===== src/rtl/nand_seq_pkg.sv =====
package nand_seq_pkg;

  localparam int REG_CMD     = 0;
  localparam int REG_FOLLOW  = 1;
  localparam int REG_ADDR_LO = 2;
  localparam int REG_ADDR_HI = 3;
  localparam int REG_LEN     = 4;
  localparam int REG_IRQ     = 5;

  localparam int CMD_GO     = 31;
  localparam int CMD_ADR_EN = 30;
  localparam int CMD_RD     = 26;
  localparam int CMD_WR     = 25;
  localparam int CMD_CS     = 19;
  localparam int FOLLOW_VAL = 8;

  localparam int IRQ_DONE = 31;
  localparam int IRQ_XFER = 28;
  localparam int IRQ_ERR  = 0;

  typedef enum logic [2:0] {
    ST_IDLE, ST_OPC1, ST_ADDR, ST_OPC2, ST_WB, ST_BUSY, ST_DATA, ST_FIN
  } seqState_e;

  typedef enum logic [1:0] {IO_OPC1, IO_ADDR, IO_OPC2, IO_DATA} ioSel_e;

  typedef struct packed {
    logic   ceOn;
    ioSel_e ioSel;
    logic   capture;
    logic   idxAdv;
    logic   idxClr;
    logic   setXfer;
    logic   setDone;
  } seqCtl_t;

  typedef struct packed {
    logic       rd;
    logic       addrEn;
    logic [2:0] addrM1;
    logic       followEn;
    logic       hasData;
    logic       lastAddr;
    logic       lastByte;
  } seqInfo_t;

endpackage


===== src/rtl/nand_seq_dp.sv =====
module nand_seq_dp
  import nand_seq_pkg::*;
#(
  parameter int LEN_W        = 12,
  parameter int MAX_ADDR_CYC = 5
) (
  input  logic             clk,
  input  logic             rstN,
  input  logic             regWe,
  input  logic [2:0]       regIdx,
  input  logic [31:0]      regWdata,
  input  logic             busy,
  input  seqCtl_t          ctl,
  input  logic [7:0]       ioIn,
  input  logic [7:0]       bufRdData,
  output logic             go,
  output seqInfo_t         info,
  output logic [31:0]      irqStatus,
  output logic [1:0]       ceN,
  output logic [7:0]       ioOut,
  output logic             bufWrEn,
  output logic [LEN_W-1:0] bufWrIdx,
  output logic [7:0]       bufWrData,
  output logic [LEN_W-1:0] bufRdIdx
);
  localparam int ADDR_BITS = 8 * MAX_ADDR_CYC;
  localparam int HI_BITS   = ADDR_BITS - 16;

  logic [7:0]           opcode;
  logic                 rdDir, wrDir, addrEn, csSel;
  logic [2:0]           addrM1;
  logic [8:0]           followReg;
  logic [15:0]          addrLo;
  logic [HI_BITS-1:0]   addrHi;
  logic [LEN_W-1:0]     lenReg;
  logic [LEN_W-1:0]     idx;
  logic                 irqDone, irqXfer, irqErr;
  logic                 cmdReq, cfgWr, irqWr;
  logic [ADDR_BITS-1:0] addrVec, addrShift;

  assign cmdReq = regWe && (regIdx == 3'(REG_CMD)) && regWdata[CMD_GO];
  assign go     = cmdReq && !busy;
  assign cfgWr  = regWe && !busy;
  assign irqWr  = regWe && (regIdx == 3'(REG_IRQ));

  always_ff @(posedge clk or negedge rstN) begin
    if (!rstN) begin
      opcode <= '0; rdDir <= 1'b0; wrDir <= 1'b0; addrEn <= 1'b0;
      addrM1 <= '0; csSel <= 1'b0;
    end else if (go) begin
      opcode <= regWdata[7:0];
      rdDir  <= regWdata[CMD_RD];
      wrDir  <= regWdata[CMD_WR] && !regWdata[CMD_RD];
      addrEn <= regWdata[CMD_ADR_EN];
      addrM1 <= regWdata[29:27];
      csSel  <= regWdata[CMD_CS];
    end
  end

  always_ff @(posedge clk or negedge rstN) begin
    if (!rstN) begin
      followReg <= '0; addrLo <= '0; addrHi <= '0; lenReg <= '0;
    end else if (cfgWr) begin
      case (regIdx)
        3'(REG_FOLLOW):  followReg <= regWdata[8:0];
        3'(REG_ADDR_LO): addrLo    <= regWdata[15:0];
        3'(REG_ADDR_HI): addrHi    <= regWdata[HI_BITS-1:0];
        3'(REG_LEN):     lenReg    <= regWdata[LEN_W-1:0];
        default: ;
      endcase
    end
  end

  always_ff @(posedge clk or negedge rstN) begin
    if (!rstN)           idx <= '0;
    else if (ctl.idxClr) idx <= '0;
    else if (ctl.idxAdv) idx <= idx + 1'b1;
  end

  always_ff @(posedge clk or negedge rstN) begin
    if (!rstN) begin
      irqDone <= 1'b0; irqXfer <= 1'b0; irqErr <= 1'b0;
    end else begin
      irqDone <= ctl.setDone | (irqDone & ~(irqWr & regWdata[IRQ_DONE]));
      irqXfer <= ctl.setXfer | (irqXfer & ~(irqWr & regWdata[IRQ_XFER]));
      irqErr  <= (cmdReq & busy) | (irqErr & ~(irqWr & regWdata[IRQ_ERR]));
    end
  end

  always_comb begin
    irqStatus           = '0;
    irqStatus[IRQ_DONE] = irqDone;
    irqStatus[IRQ_XFER] = irqXfer;
    irqStatus[IRQ_ERR]  = irqErr;
  end

  assign addrVec   = {addrHi, addrLo};
  assign addrShift = addrVec >> {idx[2:0], 3'b000};

  always_comb begin
    unique case (ctl.ioSel)
      IO_OPC1: ioOut = opcode;
      IO_ADDR: ioOut = addrShift[7:0];
      IO_OPC2: ioOut = followReg[7:0];
      default: ioOut = bufRdData;
    endcase
  end

  assign ceN[0] = !(ctl.ceOn && !csSel);
  assign ceN[1] = !(ctl.ceOn && csSel);

  assign info.rd       = rdDir;
  assign info.addrEn   = addrEn;
  assign info.addrM1   = addrM1;
  assign info.followEn = followReg[FOLLOW_VAL];
  assign info.hasData  = (rdDir || wrDir) && (lenReg != '0);
  assign info.lastAddr = (idx[2:0] == addrM1);
  assign info.lastByte = (idx == lenReg - 1'b1);

  assign bufWrEn   = ctl.capture;
  assign bufWrIdx  = idx;
  assign bufWrData = ioIn;
  assign bufRdIdx  = idx;

endmodule


===== src/rtl/nand_seq_ctrl.sv =====
module nand_seq_ctrl
  import nand_seq_pkg::*;
#(
  parameter int STROBE_CYC = 2,
  parameter int TWB_CYC    = 3
) (
  input  logic     clk,
  input  logic     rstN,
  input  logic     go,
  input  logic     rb,
  input  seqInfo_t info,
  output logic     busy,
  output seqCtl_t  ctl,
  output logic     cle,
  output logic     ale,
  output logic     weN,
  output logic     reN,
  output logic     ioOe
);
  localparam int PH_N = 2 * STROBE_CYC;
  localparam int PH_W = $clog2(PH_N);
  localparam int WB_W = $clog2(TWB_CYC + 1);

  seqState_e       state, stateNext, afterAddr;
  logic            early, earlyNext, afterAddrEarly;
  logic [PH_W-1:0] phCnt;
  logic [WB_W-1:0] wbCnt;
  logic            busState, lowPhase, cycEnd, readData;

  assign busState = (state == ST_OPC1) || (state == ST_ADDR) ||
                    (state == ST_OPC2) || (state == ST_DATA);
  assign lowPhase = busState && (phCnt < PH_W'(STROBE_CYC));
  assign cycEnd   = busState && (phCnt == PH_W'(PH_N - 1));
  assign readData = (state == ST_DATA) && info.rd;

  always_comb begin
    if (info.followEn && info.rd) begin
      afterAddr = ST_OPC2; afterAddrEarly = 1'b1;
    end else if (info.hasData) begin
      afterAddr = ST_DATA; afterAddrEarly = 1'b0;
    end else if (info.followEn) begin
      afterAddr = ST_OPC2; afterAddrEarly = 1'b0;
    end else begin
      afterAddr = ST_FIN;  afterAddrEarly = 1'b0;
    end
  end

  always_comb begin
    stateNext = state;
    earlyNext = early;
    unique case (state)
      ST_IDLE: if (go) begin stateNext = ST_OPC1; earlyNext = 1'b0; end
      ST_OPC1: if (cycEnd) begin
        if (info.addrEn) stateNext = ST_ADDR;
        else begin stateNext = afterAddr; earlyNext = afterAddrEarly; end
      end
      ST_ADDR: if (cycEnd && info.lastAddr) begin
        stateNext = afterAddr; earlyNext = afterAddrEarly;
      end
      ST_DATA: if (cycEnd && info.lastByte)
        stateNext = (info.followEn && !early) ? ST_OPC2 : ST_FIN;
      ST_OPC2: if (cycEnd) stateNext = ST_WB;
      ST_WB:   if (wbCnt == WB_W'(TWB_CYC - 1)) stateNext = ST_BUSY;
      ST_BUSY: if (rb) stateNext = (early && info.hasData) ? ST_DATA : ST_FIN;
      default: stateNext = ST_IDLE;
    endcase
  end

  always_ff @(posedge clk or negedge rstN) begin
    if (!rstN) begin
      state <= ST_IDLE; early <= 1'b0; phCnt <= '0; wbCnt <= '0;
    end else begin
      state <= stateNext;
      early <= earlyNext;
      phCnt <= (busState && !cycEnd) ? phCnt + 1'b1 : '0;
      wbCnt <= (state == ST_WB) ? wbCnt + 1'b1 : '0;
    end
  end

  always_comb begin
    ctl.ceOn    = (state != ST_IDLE);
    unique case (state)
      ST_ADDR: ctl.ioSel = IO_ADDR;
      ST_OPC2: ctl.ioSel = IO_OPC2;
      ST_DATA: ctl.ioSel = IO_DATA;
      default: ctl.ioSel = IO_OPC1;
    endcase
    ctl.capture = readData && (phCnt == PH_W'(STROBE_CYC - 1));
    ctl.idxAdv  = cycEnd && (((state == ST_ADDR) && !info.lastAddr) ||
                             ((state == ST_DATA) && !info.lastByte));
    ctl.idxClr  = cycEnd && (((state == ST_ADDR) && info.lastAddr) ||
                             ((state == ST_DATA) && info.lastByte));
    ctl.setXfer = cycEnd && (state == ST_DATA) && info.lastByte;
    ctl.setDone = (state == ST_FIN);
  end

  assign busy = (state != ST_IDLE);
  assign cle  = (state == ST_OPC1) || (state == ST_OPC2);
  assign ale  = (state == ST_ADDR);
  assign weN  = !(lowPhase && !readData);
  assign reN  = !(lowPhase && readData);
  assign ioOe = busState && !readData;

endmodule


===== src/rtl/nand_seq.sv =====
module nand_seq
  import nand_seq_pkg::*;
#(
  parameter int LEN_W        = 12,
  parameter int MAX_ADDR_CYC = 5,
  parameter int STROBE_CYC   = 2,
  parameter int TWB_CYC      = 3
) (
  input  logic             clk,
  input  logic             rstN,
  input  logic             regWe,
  input  logic [2:0]       regIdx,
  input  logic [31:0]      regWdata,
  output logic [31:0]      irqStatus,
  output logic [1:0]       ceN,
  output logic             cle,
  output logic             ale,
  output logic             weN,
  output logic             reN,
  output logic [7:0]       ioOut,
  output logic             ioOe,
  input  logic [7:0]       ioIn,
  input  logic             rb,
  output logic             bufWrEn,
  output logic [LEN_W-1:0] bufWrIdx,
  output logic [7:0]       bufWrData,
  output logic [LEN_W-1:0] bufRdIdx,
  input  logic [7:0]       bufRdData
);
  seqCtl_t  ctl;
  seqInfo_t info;
  logic     go, busy;

  nand_seq_dp #(.LEN_W(LEN_W), .MAX_ADDR_CYC(MAX_ADDR_CYC)) u_dp (
    .clk(clk), .rstN(rstN), .regWe(regWe), .regIdx(regIdx), .regWdata(regWdata),
    .busy(busy), .ctl(ctl), .ioIn(ioIn), .bufRdData(bufRdData), .go(go),
    .info(info), .irqStatus(irqStatus), .ceN(ceN), .ioOut(ioOut),
    .bufWrEn(bufWrEn), .bufWrIdx(bufWrIdx), .bufWrData(bufWrData),
    .bufRdIdx(bufRdIdx)
  );

  nand_seq_ctrl #(.STROBE_CYC(STROBE_CYC), .TWB_CYC(TWB_CYC)) u_ctrl (
    .clk(clk), .rstN(rstN), .go(go), .rb(rb), .info(info), .busy(busy),
    .ctl(ctl), .cle(cle), .ale(ale), .weN(weN), .reN(reN), .ioOe(ioOe)
  );

endmodule


===== config.mk =====
export PLATFORM = sky130hd
export DESIGN_NAME = nand_seq
export DESIGN_NICKNAME = d
export VERILOG_FILES = /design/src/rtl/nand_seq_pkg.sv /design/src/rtl/nand_seq_dp.sv /design/src/rtl/nand_seq_ctrl.sv /design/src/rtl/nand_seq.sv
export SDC_FILE = /design/constraint.sdc
export NUM_CORES = 1
export LEC_CHECK = 0
export BUFFER_PORTS_ARGS = -buffer_cell sky130_fd_sc_hd__buf_2
export CAP_MARGIN = 20
export CORE_AREA = 2 2 104 106
export CTS_BUF_LIST = sky130_fd_sc_hd__clkbuf_8 sky130_fd_sc_hd__clkbuf_16
export DETAILED_ROUTE_END_ITERATION = 10
export DIE_AREA = 0 0 106 108
export HOLD_SLACK_MARGIN = 0.02
export PLACE_DENSITY = 0.81
export SLEW_MARGIN = 15
export SYNTH_ARGS = -nofsm -noshare
export SYNTH_HDL_FRONTEND = slang
export SYNTH_SLANG_ARGS = --single-unit

===== constraint.sdc =====
create_clock -name clk -period 6.4 [get_ports clk]
set_input_delay 1.28 -clock clk [delete_from_list [all_inputs] [get_ports clk]]
set_output_delay 1.28 -clock clk [all_outputs]
set_load 0.01 [all_outputs]

==> results.json <==
{
  "start_util_pct": 55.0,
  "worst_setup_path_end_kind": "output port",
  "insertion_delay_ns": 0.37,
  "critical_path_class": "reg -> out",
  "cp.arrival_ns": 3.15,
  "peakVddDrop_v": 0.000228,
  "gp_congestion": 0.893,
  "numPortBuffers": 88,
  "synth-seq-cells": 99,
  "die_w_microns": 106,
  "yosysSeqAreaShare_pct": 44.0,
  "hold_class": "reg -> reg",
  "status": "finished clean",
  "drive_gt1_share_pct": 35.4,
  "yosysMostFrequentCell": "dfrtp_1",
  "leakage_nw": 2.88,
  "cts_buffers": 9,
  "setup_ws_ns": 1.97,
  "tns_ns": 0,
  "synth_edf_count": 0,
  "layout_min_cycle_time_ns": 4.43,
  "critPathMaxStageDelay_ns": 0.93,
  "ys_top_cells_by_count": "dfrtp_1 (99), mux2_2 (75), buf_4 (52)",
  "setup_viol": 0,
  "holdWs_ns": 0.480,
  "ios": 135,
  "n_antenna_cell": 0,
  "dieArea_sq_um": 11400,
  "row_count": 37,
  "area_delta_synth_final_pct": 7.64,
  "hold_viol_final": 0,
  "yosysWarnings": 0,
  "ys.flop_type": "dfrtp_1",
  "worst_slew_pin_slew_ns": 0.955,
  "vias_per_cell": 5.67,
  "netlist.area_leader.share_pct": 44.0,
  "cts-resized-gates": 0,
  "met2_length_microns": 6060,
  "fmax_mhz": 226,
  "startpoint_type": "flip-flop",
  "wirelength_microns": 12400,
  "p_per_area_nw_per_um2": 400,
  "clockBufferDepth": 2,
  "clock-sinks": 99,
  "dp_worst_setup_slack_ns": 2.46,
  "final-instance-count-excl-fill": 703,
  "crit_top_cell": "nand2_1",
  "synth_area_sq_um": 5630,
  "cpMaxStageDelayCell": "dfrtp_1",
  "yosysUniqueCellTypes": 55,
  "rsz0062_at_grt": "no",
  "synthArstFlopShare_pct": 100,
  "path_cells": "inv_1, nand2_1, o22ai_1, nand2_1, o21ai_0, a21oi_1, buf_2",
  "drv_cap": 0,
  "first_pass_iters": 4,
  "drtIter0Drc": 271,
  "nFillCells": 870,
  "drc": 0,
  "cts_tree": "built",
  "grt_pass1_vias": 3809,
  "slew_violations": 0,
  "top_layer": "met4",
  "grt.total_usage_pct": 22.7,
  "syn_avg_cell_area_sq_um": 11.0,
  "multi_input_area_sq_um": 2730,
  "wl_met1_microns": 5340,
  "cts_hold_buf": 0,
  "cts_setup_buffers": 0,
  "syn_inst": 512,
  "dp.cells": 687,
  "worst-path-buf-inv": 2,
  "clk_pin_slew_ns": 0.10,
  "overflow": 0,
  "fin_area_sq_um": 6060,
  "grt_max_degree": 53,
  "finalCritPeriodShare_pct": 69.2,
  "crit_family": "flip-flops",
  "dr_total_vias": 3984,
  "skew_ns": 0.0109,
  "root_buffer": "clkbuf_8",
  "max_slew_margin_pct": 35.8,
  "path_max_fanout": 26,
  "core-area_sq_um": 10200,
  "place_area_sq_um": 5850,
  "worstPathRequired_ns": 5.12,
  "drtAntennaViolNets": 0,
  "htree_num_levels": 3,
  "yosys-top-cells-area": "dfrtp_1 (44%), mux2_2 (15%), buf_4 (6.9%)",
  "antenna_found_initial": 0,
  "dp_hpwl_microns": 9010,
  "grt_pass1_wl_microns": 19900,
  "nets": 623,
  "dr_wl_met3_microns": 838,
  "yosysTopAreaCell": "dfrtp_1",
  "post_drt_wl_per_cell_microns": 17.7,
  "seqCellArea_sq_um": 2480,
  "die_h_microns": 108
}
-- report_power, final --
| part | switching, mW | internal (mW) |
|---|---|---|
| combinational | 0.449 | 0.499 |
| clock | 0.220 | 0.192 |
| sequential | 0.238 | 0.828 |
-- flip-flops by register name, summed over array words and instances (netlist names), 3 cells and up --
register / flops
u_dp.addrHi: 24
u_ctrl.state: 3
u_dp.lenReg: 12
u_dp.addrM1: 3
u_dp.bufRdIdx: 12
u_dp.opcode: 8
u_dp.addrLo: 16
u_dp.followReg: 9
-- logic make-up after synthesis --
| kind of cell | synth area share [%] |
|---|---|
| and+or+nand+nor | 12.0 |
| DFF | 44.0 |
| muxes | 18.9 |
| buffers and inverters | 9.51 |
| AOI/OAI and AO/OA | 9.40 |
| xor gates and xnor gates | 4.82 |
| adders and majority gates | 1.33 |
| other | 0.0666 |
-- stage by stage --
step / util, % / power [mW]
after detailed placement: 57.2 / 2.02
after CTS: 59.2 / 2.44
after global routing: 59.2 / 2.60
after floorplan: - / 1.79
final: 59.2 / 2.43
after global placement: 57.2 / 1.97
-- layout by cell type, fill, tap and decap left out, drive strengths merged, types with 6 or more instances in the layout --
| master | netlist | layout |
|---|---|---|
| nand4 | 7 | 7 |
| o22ai | 9 | 9 |
| dfrtp | 99 | 99 |
| xor2 | 14 | 14 |
| nor3 | 10 | 10 |
| nand2 | 38 | 38 |
| nand3b | 6 | 6 |
| clkbuf | 16 | 10 |
| mux4 | 8 | 8 |
| nor2 | 23 | 23 |
| mux2 | 75 | 75 |
| nand3 | 12 | 12 |
| o21ai | 26 | 26 |
| inv | 9 | 11 |
| ha | 6 | 6 |
| xnor2 | 17 | 17 |
| and2 | 6 | 6 |
| a21oi | 11 | 11 |
| conb | 1 | 29 |
| a221o | 8 | 8 |
| buf | 62 | 89 |
-- final timing paths --
path,startpoint,end,slack [ns],cells after the start
max,u_ctrl.state[0],ioOut[3],1.97,7
max reg2reg,u_ctrl.state[0],u_dp.bufRdIdx[10],3.31,7
min in group asynchronous,rstN,u_dp.addrLo[11],0.92,1
min,u_ctrl.phCnt[0],u_ctrl.phCnt[0],0.48,1
max in group asynchronous,rstN,u_dp.addrLo[6],4.39,2
min reg2reg,u_ctrl.phCnt[0],u_ctrl.phCnt[0],0.48,1
-- area by class of cell --
type / count / share of cell area [%]
inverter: 9 / 0.557
timing repair buffer: 89 / 7.43
tap: 136 / 2.81
clock buffer: 10 / 2.27
sequential: 99 / 40.9
multi-input combinational: 354 / 45.0
clock inverter: 6 / 1.05
-- worst register-to-register path, stage by stage, from the launching register on --
cell and delay (ns):
dfrtp_1 0.72, inv_1 0.72, nand3_1 0.54, nor3_1 0.45, nand3_1 0.18, nor2_1 0.15
xnor2_1 0.14, nor2_1 0.06
-- layer usage --
| layer | global-route usage, % | vias to the layer above |
|---|---|---|
| li1 | - | 1842 |
| met1 | 30.6 | 1960 |
| met2 | 37.1 | 166 |
| met3 | 5.42 | 16 |
| met4 | 6.11 | 0 |
| met5 | 0 | - |
(Power assumes the default switching activity.)
